===== src/rtl/mck_pkg.sv =====
package mck_pkg;
  localparam int NUM_CLS = 5;

  localparam int CLS_SR  = 0;
  localparam int CLS_ITD = 1;
  localparam int CLS_TFD = 2;
  localparam int CLS_SD  = 3;
  localparam int CLS_IPD = 4;

  localparam int CODE_EXIG = 7;

  typedef struct packed {
    logic [NUM_CLS-1:0] clrVec;
    logic               cntInc;
    logic               cntClr;
  } mck_strobe_t;

  function automatic bit isExigent(int cls);
    return (cls == CLS_SD) || (cls == CLS_IPD);
  endfunction

  function automatic int codePos(int cls);
    case (cls)
      CLS_SD:  return 0;
      CLS_IPD: return 1;
      CLS_SR:  return 2;
      CLS_ITD: return 3;
      default: return 4;
    endcase
  endfunction
endpackage


===== src/rtl/mck_ctl.sv =====
module mck_ctl
  import mck_pkg::*;
(
  input  logic               clk,
  input  logic               rstN,
  input  logic               masterEn,
  input  logic               maskR,
  input  logic               maskE,
  input  logic               intAck,
  input  logic               retryStep,
  input  logic               retryGood,
  input  logic               retryFail,
  input  logic [NUM_CLS-1:0] pendVec,
  output logic [NUM_CLS-1:0] enVec,
  output logic               intReq,
  output mck_strobe_t        strobe
);

  for (genvar i = 0; i < NUM_CLS; i++) begin : g_en
    if (isExigent(i)) begin : g_exig
      assign enVec[i] = masterEn;
    end else if (i == CLS_SR) begin : g_rec
      assign enVec[i] = masterEn & maskR;
    end else begin : g_ext
      assign enVec[i] = masterEn & maskE;
    end
  end

  logic [NUM_CLS-1:0] repVec;
  assign repVec = pendVec & enVec;
  assign intReq = |repVec;

  always_comb begin
    strobe        = '0;
    strobe.clrVec = intAck ? repVec : '0;
    strobe.cntClr = retryGood | retryFail;
    strobe.cntInc = retryStep & ~strobe.cntClr;
  end

  p_master_gate_r1: assert property (@(posedge clk) disable iff (!rstN)
    !masterEn |-> !intReq);

  p_exigent_req_r4: assert property (@(posedge clk) disable iff (!rstN)
    (masterEn && (pendVec[CLS_SD] || pendVec[CLS_IPD])) |-> intReq);

endmodule


===== src/rtl/mck_dp.sv =====
module mck_dp
  import mck_pkg::*;
#(
  parameter int RETRY_W    = 4,
  parameter int LOG_FIRST  = 1,
  parameter int LOG_SECOND = 8,
  parameter int CODE_W     = 8
) (
  input  logic               clk,
  input  logic               rstN,
  input  logic [NUM_CLS-1:0] evtIn,
  input  logic               retryGood,
  input  logic               retryFail,
  input  logic [NUM_CLS-1:0] enVec,
  input  mck_strobe_t        strobe,
  output logic [NUM_CLS-1:0] pendVec,
  output logic [CODE_W-1:0]  mcCode,
  output logic               logoutReq
);

  localparam logic [RETRY_W-1:0] CNT_MAX = {RETRY_W{1'b1}};
  localparam logic [RETRY_W-1:0] HIT_A   = RETRY_W'(LOG_FIRST);
  localparam logic [RETRY_W-1:0] HIT_B   = RETRY_W'(LOG_SECOND);

  logic [NUM_CLS-1:0] setVec;
  logic [NUM_CLS-1:0] pendQ;
  logic [RETRY_W-1:0] cntQ;
  logic [RETRY_W-1:0] cntNext;
  logic               logoutQ;

  always_comb begin
    setVec          = evtIn;
    setVec[CLS_SR]  = evtIn[CLS_SR] | retryGood;
    setVec[CLS_IPD] = evtIn[CLS_IPD] | retryFail;
  end

  always_ff @(posedge clk) begin
    if (!rstN) pendQ <= '0;
    else       pendQ <= (pendQ & ~strobe.clrVec) | setVec;
  end

  assign cntNext = cntQ + 1'b1;

  always_ff @(posedge clk) begin
    if (!rstN) begin
      cntQ    <= '0;
      logoutQ <= 1'b0;
    end else begin
      logoutQ <= 1'b0;
      if (strobe.cntClr) begin
        cntQ <= '0;
      end else if (strobe.cntInc && cntQ != CNT_MAX) begin
        cntQ    <= cntNext;
        logoutQ <= (cntNext == HIT_A) || (cntNext == HIT_B);
      end
    end
  end

  logic [NUM_CLS-1:0] repVec;
  assign repVec = pendQ & enVec;

  always_comb begin
    mcCode = '0;
    for (int i = 0; i < NUM_CLS; i++) mcCode[codePos(i)] = repVec[i];
    mcCode[CODE_EXIG] = repVec[CLS_SD] | repVec[CLS_IPD];
  end

  assign pendVec   = pendQ;
  assign logoutReq = logoutQ;

  p_pend_hold_r5: assert property (@(posedge clk) disable iff (!rstN)
    (pendQ != '0) |=> ((($past(pendQ) & ~$past(strobe.clrVec)) & ~pendQ) == '0));

  p_set_wins_r11: assert property (@(posedge clk) disable iff (!rstN)
    (setVec != '0) |=> ((($past(setVec)) & ~pendQ) == '0));

  p_logout_hit_r9: assert property (@(posedge clk) disable iff (!rstN)
    logoutReq |-> (cntQ == HIT_A || cntQ == HIT_B));

  p_cnt_sat_r10: assert property (@(posedge clk) disable iff (!rstN)
    (cntQ == CNT_MAX && strobe.cntInc) |=> (cntQ == CNT_MAX));

  p_cnt_clr_r8: assert property (@(posedge clk) disable iff (!rstN)
    strobe.cntClr |=> (cntQ == '0 && !logoutReq));

endmodule


===== src/rtl/mck_ctrl.sv =====
module mck_ctrl
  import mck_pkg::*;
#(
  parameter int RETRY_W    = 4,
  parameter int LOG_FIRST  = 1,
  parameter int LOG_SECOND = 8,
  parameter int CODE_W     = 8
) (
  input  logic              clk,
  input  logic              rstN,
  input  logic [4:0]        evtIn,
  input  logic              masterEn,
  input  logic              maskR,
  input  logic              maskE,
  input  logic              intAck,
  input  logic              retryStep,
  input  logic              retryGood,
  input  logic              retryFail,
  output logic              intReq,
  output logic [CODE_W-1:0] mcCode,
  output logic              logoutReq
);

  logic [NUM_CLS-1:0] pendVec;
  logic [NUM_CLS-1:0] enVec;
  mck_strobe_t        strobe;

  mck_ctl u_ctl (
    .clk       (clk),
    .rstN      (rstN),
    .masterEn  (masterEn),
    .maskR     (maskR),
    .maskE     (maskE),
    .intAck    (intAck),
    .retryStep (retryStep),
    .retryGood (retryGood),
    .retryFail (retryFail),
    .pendVec   (pendVec),
    .enVec     (enVec),
    .intReq    (intReq),
    .strobe    (strobe)
  );

  mck_dp #(
    .RETRY_W    (RETRY_W),
    .LOG_FIRST  (LOG_FIRST),
    .LOG_SECOND (LOG_SECOND),
    .CODE_W     (CODE_W)
  ) u_dp (
    .clk       (clk),
    .rstN      (rstN),
    .evtIn     (evtIn),
    .retryGood (retryGood),
    .retryFail (retryFail),
    .enVec     (enVec),
    .strobe    (strobe),
    .pendVec   (pendVec),
    .mcCode    (mcCode),
    .logoutReq (logoutReq)
  );

  p_sr_gate_r2: assert property (@(posedge clk) disable iff (!rstN)
    mcCode[2] |-> (masterEn && maskR));

  p_ext_gate_r3: assert property (@(posedge clk) disable iff (!rstN)
    (mcCode[3] || mcCode[4]) |-> (masterEn && maskE));

  p_req_code_r7: assert property (@(posedge clk) disable iff (!rstN)
    intReq == (mcCode != '0));

endmodule


===== config.mk =====
export PLATFORM = sky130hd
export DESIGN_NAME = mck_ctrl
export DESIGN_NICKNAME = d
export VERILOG_FILES = /design/src/rtl/mck_pkg.sv /design/src/rtl/mck_ctl.sv /design/src/rtl/mck_dp.sv /design/src/rtl/mck_ctrl.sv
export SDC_FILE = /design/constraint.sdc
export NUM_CORES = 1
export LEC_CHECK = 0
export ABC_AREA = 0
export ABC_CLOCK_PERIOD_IN_PS = 2800
export CELL_PAD_IN_SITES_DETAIL_PLACEMENT = 0
export CELL_PAD_IN_SITES_GLOBAL_PLACEMENT = 1
export CORE_AREA = 4 4 41 43
export CTS_CLUSTER_SIZE = 24
export DETAILED_ROUTE_END_ITERATION = 6
export DIE_AREA = 0 0 45 47
export DONT_BUFFER_PORTS = 1
export PLACE_DENSITY_LB_ADDON = 0.3
export SYNTH_ARGS = -nofsm -noshare
export SYNTH_HDL_FRONTEND = slang
export SYNTH_SLANG_ARGS = --single-unit
export TNS_END_PERCENT = 5

===== constraint.sdc =====
create_clock -name clk -period 2.8 [get_ports clk]
set_input_delay 0.28 -clock clk [delete_from_list [all_inputs] [get_ports clk]]
set_output_delay 0.28 -clock clk [all_outputs]
set_load 0.02 [all_outputs]

After elaboration in Yosys (flattened, before gate mapping)
Index checks and enable logic that the tools add are counted.
{"block": "op_classes", "n_addsub": 1, "n_reduce_logical": 5, "n_eq_ne": 3, "n_bitwise": 14, "mux": 1}
{"operator": "5-bit AND", "count": 2}
{"operator": "5-bit 2-to-1 mux", "count": 1}
{"operator": "5-bit NOT", "count": 1}
{"operator": "5-bit OR", "count": 1}
{"operator": "5-bit OR reduction", "count": 1}
{"operator": "4-bit by 1-bit adder with 4-bit output (second input constant)", "count": 1}
{"operator": "4-bit by 1-bit == test with 1-bit output (second input constant)", "count": 1}
{"operator": "4-bit == test (second input constant)", "count": 1}
{"operator": "4-bit != test (second input constant)", "count": 1}
{"operator": "1-bit OR", "count": 4}
{"operator": "1-bit AND", "count": 3}
{"operator": "1-bit NOT", "count": 3}
{"operator": "3-bit OR reduction", "count": 1}
{"operator": "2-bit OR reduction", "count": 1}
{"operator": "1-bit logical AND", "count": 1}
{"operator": "1-bit logical OR", "count": 1}
{"block": "word_totals", "output_inout_bits": 10, "register_bits": 10}

Longest topological paths before layout
Gate-level depths: netlist (run 1).
{"block": "depth", "depth_word": 6, "mapped_depth": 5, "mapped_depth_nobuf": 5}

Modules after synthesis
From an unflattened synthesis (run 1), not the netlist that was laid out.
{"block": "hier_totals", "cells_unflattened": 71, "hier_area_um2": 604.3}
{"module": "mck_dp", "area_per_inst_um2": 494.2, "cells_per_inst": 55, "n_inst": 1}
{"module": "mck_ctl", "area_per_inst_um2": 110.1, "cells_per_inst": 16, "n_inst": 1}

Least setup slack after synthesis (run 1)
Ideal clock, no wire load.
{"block": "synth_timing", "path_kind": "reg2out", "from": "reg u_dp.pendQ[2], in the netlist u_dp.pendVec[2]", "to": "out intReq", "arrival_ps": 1187, "stages_incl_launch_ff": 3, "slack_ps": 1333, "cell_sequence": "dfxtp_1 and3_1 or4_1"}
{"block": "synth_via", "elab_chain_len": 2}
{"item": "start: declaration", "line": "mck_dp.sv:26", "source": "logic [NUM_CLS-1:0] pendQ;"}
{"item": "start signal: assignment", "line": "mck_dp.sv:39", "source": "else pendQ <= (pendQ & ~strobe.clrVec) | setVec;"}
{"item": "5-bit AND"}
{"item": "net mcCode[4]", "line": "mck_ctrl.sv:20", "source": "output logic [CODE_W-1:0] mcCode,"}
{"item": "5-bit OR reduction", "line": "mck_ctl.sv:31", "source": "assign intReq = |repVec;"}
{"item": "end: declaration", "line": "mck_ctrl.sv:19", "source": "output logic intReq,"}
The timed path passes the listed nets, and every way through them passes these cells.

Final worst setup path (run 1)
Ends and elaborated chain as after synthesis.

==> results.cfg, run 1 <==
[run_status]
status = complete, no violations

[cells_and_area]
stdcell_area_um2 = 558
finalNetCount = 81
drive_gt1_share_pct = 7.81
finish.utilization_pct = 42.9
antennaDiodeCount = 0
syn2layout_area_growth_pct = 8.52

[clocking]
cts_tree = built
clk_pin_slew_ns = 0.06
h-tree-depth = 1
hold_buffers = 0
insertion_delay_ns = 0.26
clockBufferDepth = 2
cts_resized = 0
postCtsSetupBuffers = 0
cts_inserted_buffers = 3
cts_sinks = 10
cts_root_buffer = clkbuf_4

[yosys]
yosysWarnings = 0
synth_xor_area_share_pct = 1.70
synthSimpleGateAreaFrac_pct = 32.4
yosys.area_share.adder_pct = 4.87
syn-cell-area_um2 = 514
seq_area_frac_synth_pct = 38.9
syn_avg_cell_area_um2 = 8.43
synthCells = 61
synth.area.mux_share_pct = 0
synth-seq-cells = 10
yosys.cell_types.count = 24
synth_compound_area_share_pct = 16.3
synth_top_family_by_area = simple AND/OR/NAND/NOR gates

[grt]
grt_pass1_vias = 379
overflow = 0
antenna_found_initial = 0
track_usage_pct = 10.9
grt_pass1_wl_mm = 1.65
grt_max_degree = 10

[worst_setup_path]
critical_path_class = reg2out
crit_fanout = 2
critPathArrivalTime_ns = 1.50
end_kind = output pin
worst_setup_path_start_kind = register
required_ns = 2.52

[drt]
num_vias = 427
vias_per_cell = 5.41
drc_errors = 0
wire_per_inst_um = 13.1
wirelength_mm = 1.03
ant_nets = 0
first_iter_violations = 2
dr.pass1.iters = 3

[timing]
finalCritPeriodShare_pct = 63.4
setup_violations = 0
period_needed_ns = 1.78
max_freq_mhz = 563
grt_setup_unrepaired = no
fin_ws_ns = 1.02
finalHoldViolations = 0
fin_skew_ns = 0.000782
tns_ns = 0
maxSlewViolCount = 0

[min_path]
min_path_type = in2reg

[pwr]
power_switching_w = 0.0000685
clockPowerShare_pct = 40.9
powerDensity_nw_per_um2 = 548
power_w = 0.000306
leakage_nw = 0.230
seq_power_share_pct = 49.8
intPower_w = 0.000237
switching_share_pct = 22.4
combPwrFrac_pct = 9.3
max-vdd-ir-drop_v = 0.000395

[placed_design]
place_worst_setup_slack_ns = 1.30
placed_cell_area_um2 = 522
gp_congestion = 0.786
portBuffers = 0
dp_hpwl_um = 835

[floorplanning]
core_area_um2 = 1300
pin_count = 24
dieArea_um2 = 2120
die_height_um = 47
start_util_pct = 39.5
die_x_um = 45
core.rowCount = 13

[job]
maxCapViolations = 0
power groups by stage:
| stage | Clock [W] | Combinational (W) | Sequential (W) |
|---|---|---|---|
| after floorplan | 0 | 0.0000284 | 0.000154 |
| after global placement | 0 | 0.0000287 | 0.000155 |
| after detailed placement | 0 | 0.0000286 | 0.000155 |
| after CTS | 0.000132 | 0.0000287 | 0.000152 |
| after global routing | 0.000143 | 0.0000313 | 0.000153 |
| final | 0.000125 | 0.0000283 | 0.000152 |
through the flow:
stage	std cells	hold slack (ns)
detailed placement	75	0.416
global route	79	0.123
floorplan	62	0.408
CTS	79	0.137
global placement	75	0.409
finish	79	0.148
area by class of cell:
cell class / instances / area (um2)
inverters: 3 / 11.3
well taps: 15 / 18.8
fillers: 147 / 743
multi-input cells: 47 / 292
clock buffers: 4 / 36.3
flip-flops and latches: 10 / 200
flip-flops by register name (all words and copies together) (netlist names):
register,flops
u_dp.cntQ,4
u_dp.logoutReq,1
u_dp.pendVec,5
critical path, stage by stage (launching register included):
cell and delay (ns):
dfxtp_1 0.31, and3_1 0.26, or4_1 0.67
cells by family (layout without fill, tap and decap cells):
kind of cell,count (synthesis),in the layout
and+or+nand+nor,28,28
AOI/OAI and AO/OA,14,14
DFF,10,10
buffers and inverters,5,7
adders and majority gates,2,2
other,1,2
xor gates and xnor gates,1,1
routing by layer:
| metal | track usage, % | up-vias | part of all wire (%) | wire length [um] |
|---|---|---|---|---|
| met2 | 16.4 | 13 | 44 | 457 |
| met5 | 0 | - | 0 | 0 |
| met4 | 1.75 | 0 | 1.1 | 11 |
| met3 | 7.66 | 2 | 9.1 | 94 |
| li1 | - | 222 | - | - |
| met1 | 13.1 | 190 | 45 | 467 |
layout by cell type (no fill, tap or decap), types with 2 or more instances in the layout:
cell,n
dfxtp_1,10
a21oi_1,7
nor2b_1,5
nand3_1,5
and3_1,4
inv_1,3
nor2_1,3
a211oi_1,3
clkbuf_4,3
and2_1,2
nand2_1,2
o21ai_0,2
ha_1,2
conb_1,2
worst paths after layout:
check / start / endpoint / slack [ns] / depth (start not counted)
worst max-delay path: u_dp.pendVec[2]$_SDFF_PN0_ / intReq / 1.02 / 2
worst max register to register: u_dp.cntQ[0]$_SDFFE_PP0P_ / u_dp.logoutReq$_SDFF_PP0_ / 1.39 / 4
worst min-delay path: rstN / u_dp.pendVec[2]$_SDFF_PN0_ / 0.15 / 1
worst min register to register: u_dp.pendVec[1]$_SDFF_PN0_ / u_dp.pendVec[1]$_SDFF_PN0_ / 0.51 / 2
cells in the mapped netlist:
library cell   n  area (um2)
a2111oi_0      1        8.76
a211oi_1       3        22.5
a21oi_1        7        35.0
and2_1         2        12.5
and3_1         4        25.0
and4b_2        1        11.3
buf_4          2        15.0
conb_1         1        3.75
dfxtp_1       10         200
ha_1           2        25.0
inv_1          3        11.3
nand2_1        2        7.51
nand3_1        5        25.0
nand4_1        1        6.26
nor2_1         3        11.3
nor2b_1        5        31.3
nor3_1         1        5.00
nor4b_1        1        8.76
o21a_1         1        7.51
o21ai_0        2        10.0
or3_1          1        6.26
or3b_1         1        8.76
or4_1          1        7.51
xor2_1         1        8.76
Power figures use the tool's default switching activity.
==> run 2: changes to the inputs <==
--- a/config.mk
+++ b/config.mk
@@ -5,14 +5,14 @@
 export SDC_FILE = /design/constraint.sdc
 export NUM_CORES = 1
 export LEC_CHECK = 0
-export ABC_AREA = 0
-export ABC_CLOCK_PERIOD_IN_PS = 2800
+export ABC_AREA = 1
+export ABC_CLOCK_PERIOD_IN_PS = 1800
 export CELL_PAD_IN_SITES_DETAIL_PLACEMENT = 0
 export CELL_PAD_IN_SITES_GLOBAL_PLACEMENT = 1
-export CORE_AREA = 4 4 41 43
+export CORE_MARGIN = 4
+export CORE_UTILIZATION = 39
 export CTS_CLUSTER_SIZE = 24
 export DETAILED_ROUTE_END_ITERATION = 6
-export DIE_AREA = 0 0 45 47
 export DONT_BUFFER_PORTS = 1
 export PLACE_DENSITY_LB_ADDON = 0.3
 export SYNTH_ARGS = -nofsm -noshare
==> constraint.sdc (replaced) <==
create_clock -name clk -period 1.8 [get_ports clk]
set_input_delay 0.18 -clock clk [delete_from_list [all_inputs] [get_ports clk]]
set_output_delay 0.18 -clock clk [all_outputs]
set_load 0.02 [all_outputs]
==> results.cfg, run 2 <==
[timing]
max_freq_mhz = 761
whs_ns = 0.0373
grt_setup_unrepaired = no
finalHoldViolations = 0
period_needed_ns = 1.31
tns_ns = 0
setup_violations = 0
fin_skew_ns = 0.00335
fin_ws_ns = 0.486
finalCritPeriodShare_pct = 73.0
maxSlewViolCount = 0

[yosys]
synthCells = 85
yosysWarnings = 0
yosys.cell_types.count = 18
syn-cell-area_um2 = 574
syn_avg_cell_area_um2 = 6.76
synth-seq-cells = 10
synth-edff-count = 0
synth_most_common_cell = nand2_1
yosys-top-cells-count = nand2_1 (16), inv_1 (14), nor2_1 (12)
async_flop_share_pct = 0
netlist.area_leader.share_pct = 34.9
ys.flop_type = dfxtp_1
synthTopCellsByArea = dfxtp_1 (35%), nand2_1 (10%), inv_1 (9.2%), nor2_1 (7.8%), nand3_1 (6.1%)
seq_area_frac_synth_pct = 34.9
synth_top_area_cell = dfxtp_1

[placed_design]
gp_congestion = 0.841
place_worst_setup_slack_ns = 0.630
dp_cells = 99
dp_hpwl_um = 891
portBuffers = 0

[pwr]
powerDensity_nw_per_um2 = 796
seq_power_share_pct = 48.0
combPwrFrac_pct = 11.7
max-vdd-ir-drop_v = 0.000498
clockPowerShare_pct = 40.3
power_switching_w = 0.000123
leakage_nw = 0.317
switching_share_pct = 25.0
intPower_w = 0.000369

[grt]
grt_max_degree = 8
track_usage_pct = 11.4
grt_pass1_wl_mm = 1.70
antenna_found_initial = 0
grt_pass1_vias = 433
overflow = 0

[min_path]
min_path_type = in2reg

[floorplanning]
start_util_pct = 42.5
core.rowCount = 13
dieArea_um2 = 2150
core_area_um2 = 1350
die_height_um = 46.4
pin_count = 24
die_x_um = 46.4

[clocking]
hold_buffers = 0
clockBufferDepth = 2
postCtsSetupBuffers = 0
cts_resized = 0
cts_inserted_buffers = 3
h-tree-depth = 1
cts_root_buffer = clkbuf_4
cts_sinks = 10
cts_tree = built
insertion_delay_ns = 0.26
clk_pin_slew_ns = 0.07

[cells_and_area]
finish.utilization_pct = 45.8
multiInputGateArea_um2 = 295
register_area_um2 = 200
syn2layout_area_growth_pct = 7.63
most-common-layout-cells = nand2_1 (16), inv_1 (14), nor2_1 (12)
drive_gt1_share_pct = 17.0
fill_cells = 157
largest_reg_flops = 5
final_common_cell = nand2_1
antennaDiodeCount = 0
final_cells = 103
finalNetCount = 105

[drt]
dr.pass1.iters = 4
ant_nets = 0
wire_per_inst_um = 10.2
drc_errors = 0
num_vias = 486
vias_per_cell = 4.72
wirelength_mm = 1.05
first_iter_violations = 10

[worst_setup_path]
crit_fanout = 2
required_ns = 1.62
critical_path_class = reg2out
critPathArrivalTime_ns = 1.13
worst_setup_path_start_kind = register
end_kind = output pin

[run_status]
status = complete, no violations

[job]
maxCapViolations = 0
-- run 2: routing by layer --
metal / GRT usage, % / share of wire [%] / vias up
li1: - / - / 268
met1: 15.0 / 43 / 200
met2: 15.4 / 46 / 16
met3: 6.64 / 11 / 2
met4: 3.41 / 0.67 / 0
met5: 0 / 0 / -
-- run 2: logic make-up after synthesis --
| group | count (synthesis) | synth area share, % |
|---|---|---|
| AO/OA/AOI/OAI | 10 | 10.0 |
| adder cells (fa/ha/maj) | 2 | 4.36 |
| AND/OR/NAND/NOR | 42 | 35.7 |
| other | 1 | 0.653 |
| buffers and inverters | 20 | 14.4 |
| flip-flops | 10 | 34.9 |
-- run 2: per-stage QoR --
step                cell area [um2]  total power [W]
global route                    618         0.000527
floorplan                       578         0.000296
detailed placement              582         0.000300
CTS                             618         0.000504
finish                          618         0.000492
global placement                582         0.000300
-- run 2: worst max-delay path, cell delays in order, from the launching register on --
cell     delay [ns]
dfxtp_1        0.31
nand2_1        0.06
inv_1          0.11
nor2_1         0.15
nand4_1        0.24
-- run 2: worst paths after layout --
kind,start,to,slack [ns],depth (start not counted)
setup / recovery,u_dp.pendVec[4]$_SDFF_PN0_,intReq,0.49,4
hold / removal,evtIn[3],u_dp.pendVec[3]$_SDFF_PN0_,0.04,2
setup reg to reg,u_dp.cntQ[0]$_SDFFE_PP0P_,u_dp.cntQ[1]$_SDFFE_PP0P_,0.63,6
hold reg to reg,u_dp.pendVec[0]$_SDFF_PN0_,u_dp.pendVec[0]$_SDFF_PN0_,0.46,2
-- run 2: layout make-up --
type	count	area share [%]
multi-input cells	56	47.8
flip-flops and latches	10	32.4
inverters	18	10.9
clock buffers	4	5.87
well taps	15	3.04
-- run 2: power groups by stage --
stage,sequential (W),clock (W),combinational (W)
after floorplan,0.000240,0,0.0000557
after global placement,0.000241,0,0.0000585
after detailed placement,0.000241,0,0.0000584
after CTS,0.000236,0.000209,0.0000586
after global routing,0.000237,0.000224,0.0000656
final,0.000236,0.000198,0.0000575
==> run 3: changes to the inputs <==
--- a/config.mk
+++ b/config.mk
@@ -6,7 +6,7 @@
 export NUM_CORES = 1
 export LEC_CHECK = 0
 export ABC_AREA = 1
-export ABC_CLOCK_PERIOD_IN_PS = 1800
+export ABC_CLOCK_PERIOD_IN_PS = 1260
 export CELL_PAD_IN_SITES_DETAIL_PLACEMENT = 0
 export CELL_PAD_IN_SITES_GLOBAL_PLACEMENT = 1
 export CORE_MARGIN = 4
==> constraint.sdc (replaced) <==
create_clock -name clk -period 1.26 [get_ports clk]
set_input_delay 0.126 -clock clk [delete_from_list [all_inputs] [get_ports clk]]
set_output_delay 0.126 -clock clk [all_outputs]
set_load 0.02 [all_outputs]
==> results.cfg, run 3 (same netlist as run 2, synthesis figures left out) <==
[worst_setup_path]
end_kind = output pin
critical_path_class = reg2out
crit_fanout = 2
worst_setup_path_start_kind = register
required_ns = 1.13
critPathArrivalTime_ns = 1.06

[drt]
wirelength_mm = 1.11
dr.pass1.iters = 4
num_vias = 502
vias_per_cell = 4.74
wire_per_inst_um = 10.5
first_iter_violations = 14
ant_nets = 0
drc_errors = 0

[run_status]
status = complete, no violations

[placed_design]
portBuffers = 0
dp_hpwl_um = 891
gp_congestion = 0.841
dp_cells = 99

[clocking]
cts_inserted_buffers = 3
postCtsSetupBuffers = 0
clk_pin_slew_ns = 0.07
cts_root_buffer = clkbuf_4
insertion_delay_ns = 0.26
cts_tree = built
clockBufferDepth = 2
cts_sinks = 10
h-tree-depth = 1

[grt]
grt_pass1_vias = 463
antenna_found_initial = 0
overflow = 0
grt_pass1_wl_mm = 1.82
track_usage_pct = 12.2
grt_max_degree = 8

[floorplanning]
die_x_um = 46.4
die_height_um = 46.4
pin_count = 24
core.rowCount = 13
dieArea_um2 = 2150
start_util_pct = 42.5
core_area_um2 = 1350

[cells_and_area]
syn2layout_area_growth_pct = 15.7
drive_gt1_share_pct = 23.1
finalNetCount = 108
fill_cells = 155
most-common-layout-cells = nand2_1 (15), inv_1 (12), nor2_1 (11)
final_common_cell = nand2_1
largest_reg_flops = 5
antennaDiodeCount = 0
final_cells = 106

[timing]
finalHoldViolations = 0
whs_ns = 0.0323
tns_ns = 0
max_freq_mhz = 843
fin_skew_ns = 0.00297
finalCritPeriodShare_pct = 94.2
period_needed_ns = 1.19
maxSlewViolCount = 0
setup_violations = 0
grt_setup_unrepaired = no

[pwr]
power_switching_w = 0.000181
seq_power_share_pct = 47.1
intPower_w = 0.000536
powerDensity_nw_per_um2 = 1080
leakage_nw = 0.325
clockPowerShare_pct = 39.5
max-vdd-ir-drop_v = 0.000718
combPwrFrac_pct = 13.4
switching_share_pct = 25.3

[min_path]
min_path_type = in2reg

[job]
maxCapViolations = 0
==> run 3: power by group through the flow <==
stage	Sequential, W	Combinational, W	Clock [W]
2_1_floorplan	0.000343	0.0000795	0
3_3_place_gp	0.000345	0.0000835	0
3_5_place_dp	0.000345	0.0000835	0
4_1_cts	0.000337	0.0000921	0.000299
5_1_grt	0.000339	0.000107	0.000320
6_report	0.000338	0.0000960	0.000283
==> run 3: repair_timing <==
action | CTS | global route
cloned | 0 | 0
hold endpoints to repair | 3 | 0
resized for setup | 2 | 6
pin swaps | 1 | 3
endpoints found under the setup margin | 1 | 2
hold buffers | 3 | 0
==> run 3: final timing paths <==
path	startpoint	endpoint	slack, ns	depth (start not counted)
max	u_dp.pendVec[4]$_SDFF_PN0_	intReq	0.07	4
min	evtIn[4]	u_dp.pendVec[4]$_SDFF_PN0_	0.03	2
max reg2reg	u_dp.cntQ[1]$_SDFFE_PP0P_	u_dp.cntQ[1]$_SDFFE_PP0P_	0.11	6
min reg2reg	u_dp.pendVec[0]$_SDFF_PN0_	u_dp.pendVec[0]$_SDFF_PN0_	0.46	2
==> run 3: stage by stage <==
step	instance area [um2]	worst slack (ns)	power, W	utilization [%]
2_1_floorplan	578	0.200	0.000422	-
3_3_place_gp	582	0.139	0.000428	43.1
3_5_place_dp	582	0.0904	0.000428	43.1
4_1_cts	648	0.0301	0.000728	48.0
5_1_grt	664	0.00126	0.000767	49.2
6_report	664	0.0736	0.000718	49.2
==> run 3: layout make-up <==
type	count	area, um2	share of cell area, %
Sequential cell	10	201	30.3
Multi-Input combinational cell	56	308	46.3
Timing Repair Buffer	3	30.0	4.52
Tap cell	15	18.8	2.82
Clock buffer	4	36.3	5.46
Inverter	18	70.1	10.5
==> run 3: critical path, stage by stage, from the launching register on <==
cell     delay (ns)
dfxtp_2        0.33
nand2_2        0.08
inv_4          0.06
nor2_4         0.10
nand4_1        0.24
==> run 3: per-layer routing <==
layer	global-route usage (%)	part of all wire, %
met5	0	0
met4	3.41	0
met3	6.64	10
met2	17.6	48
met1	15.5	42
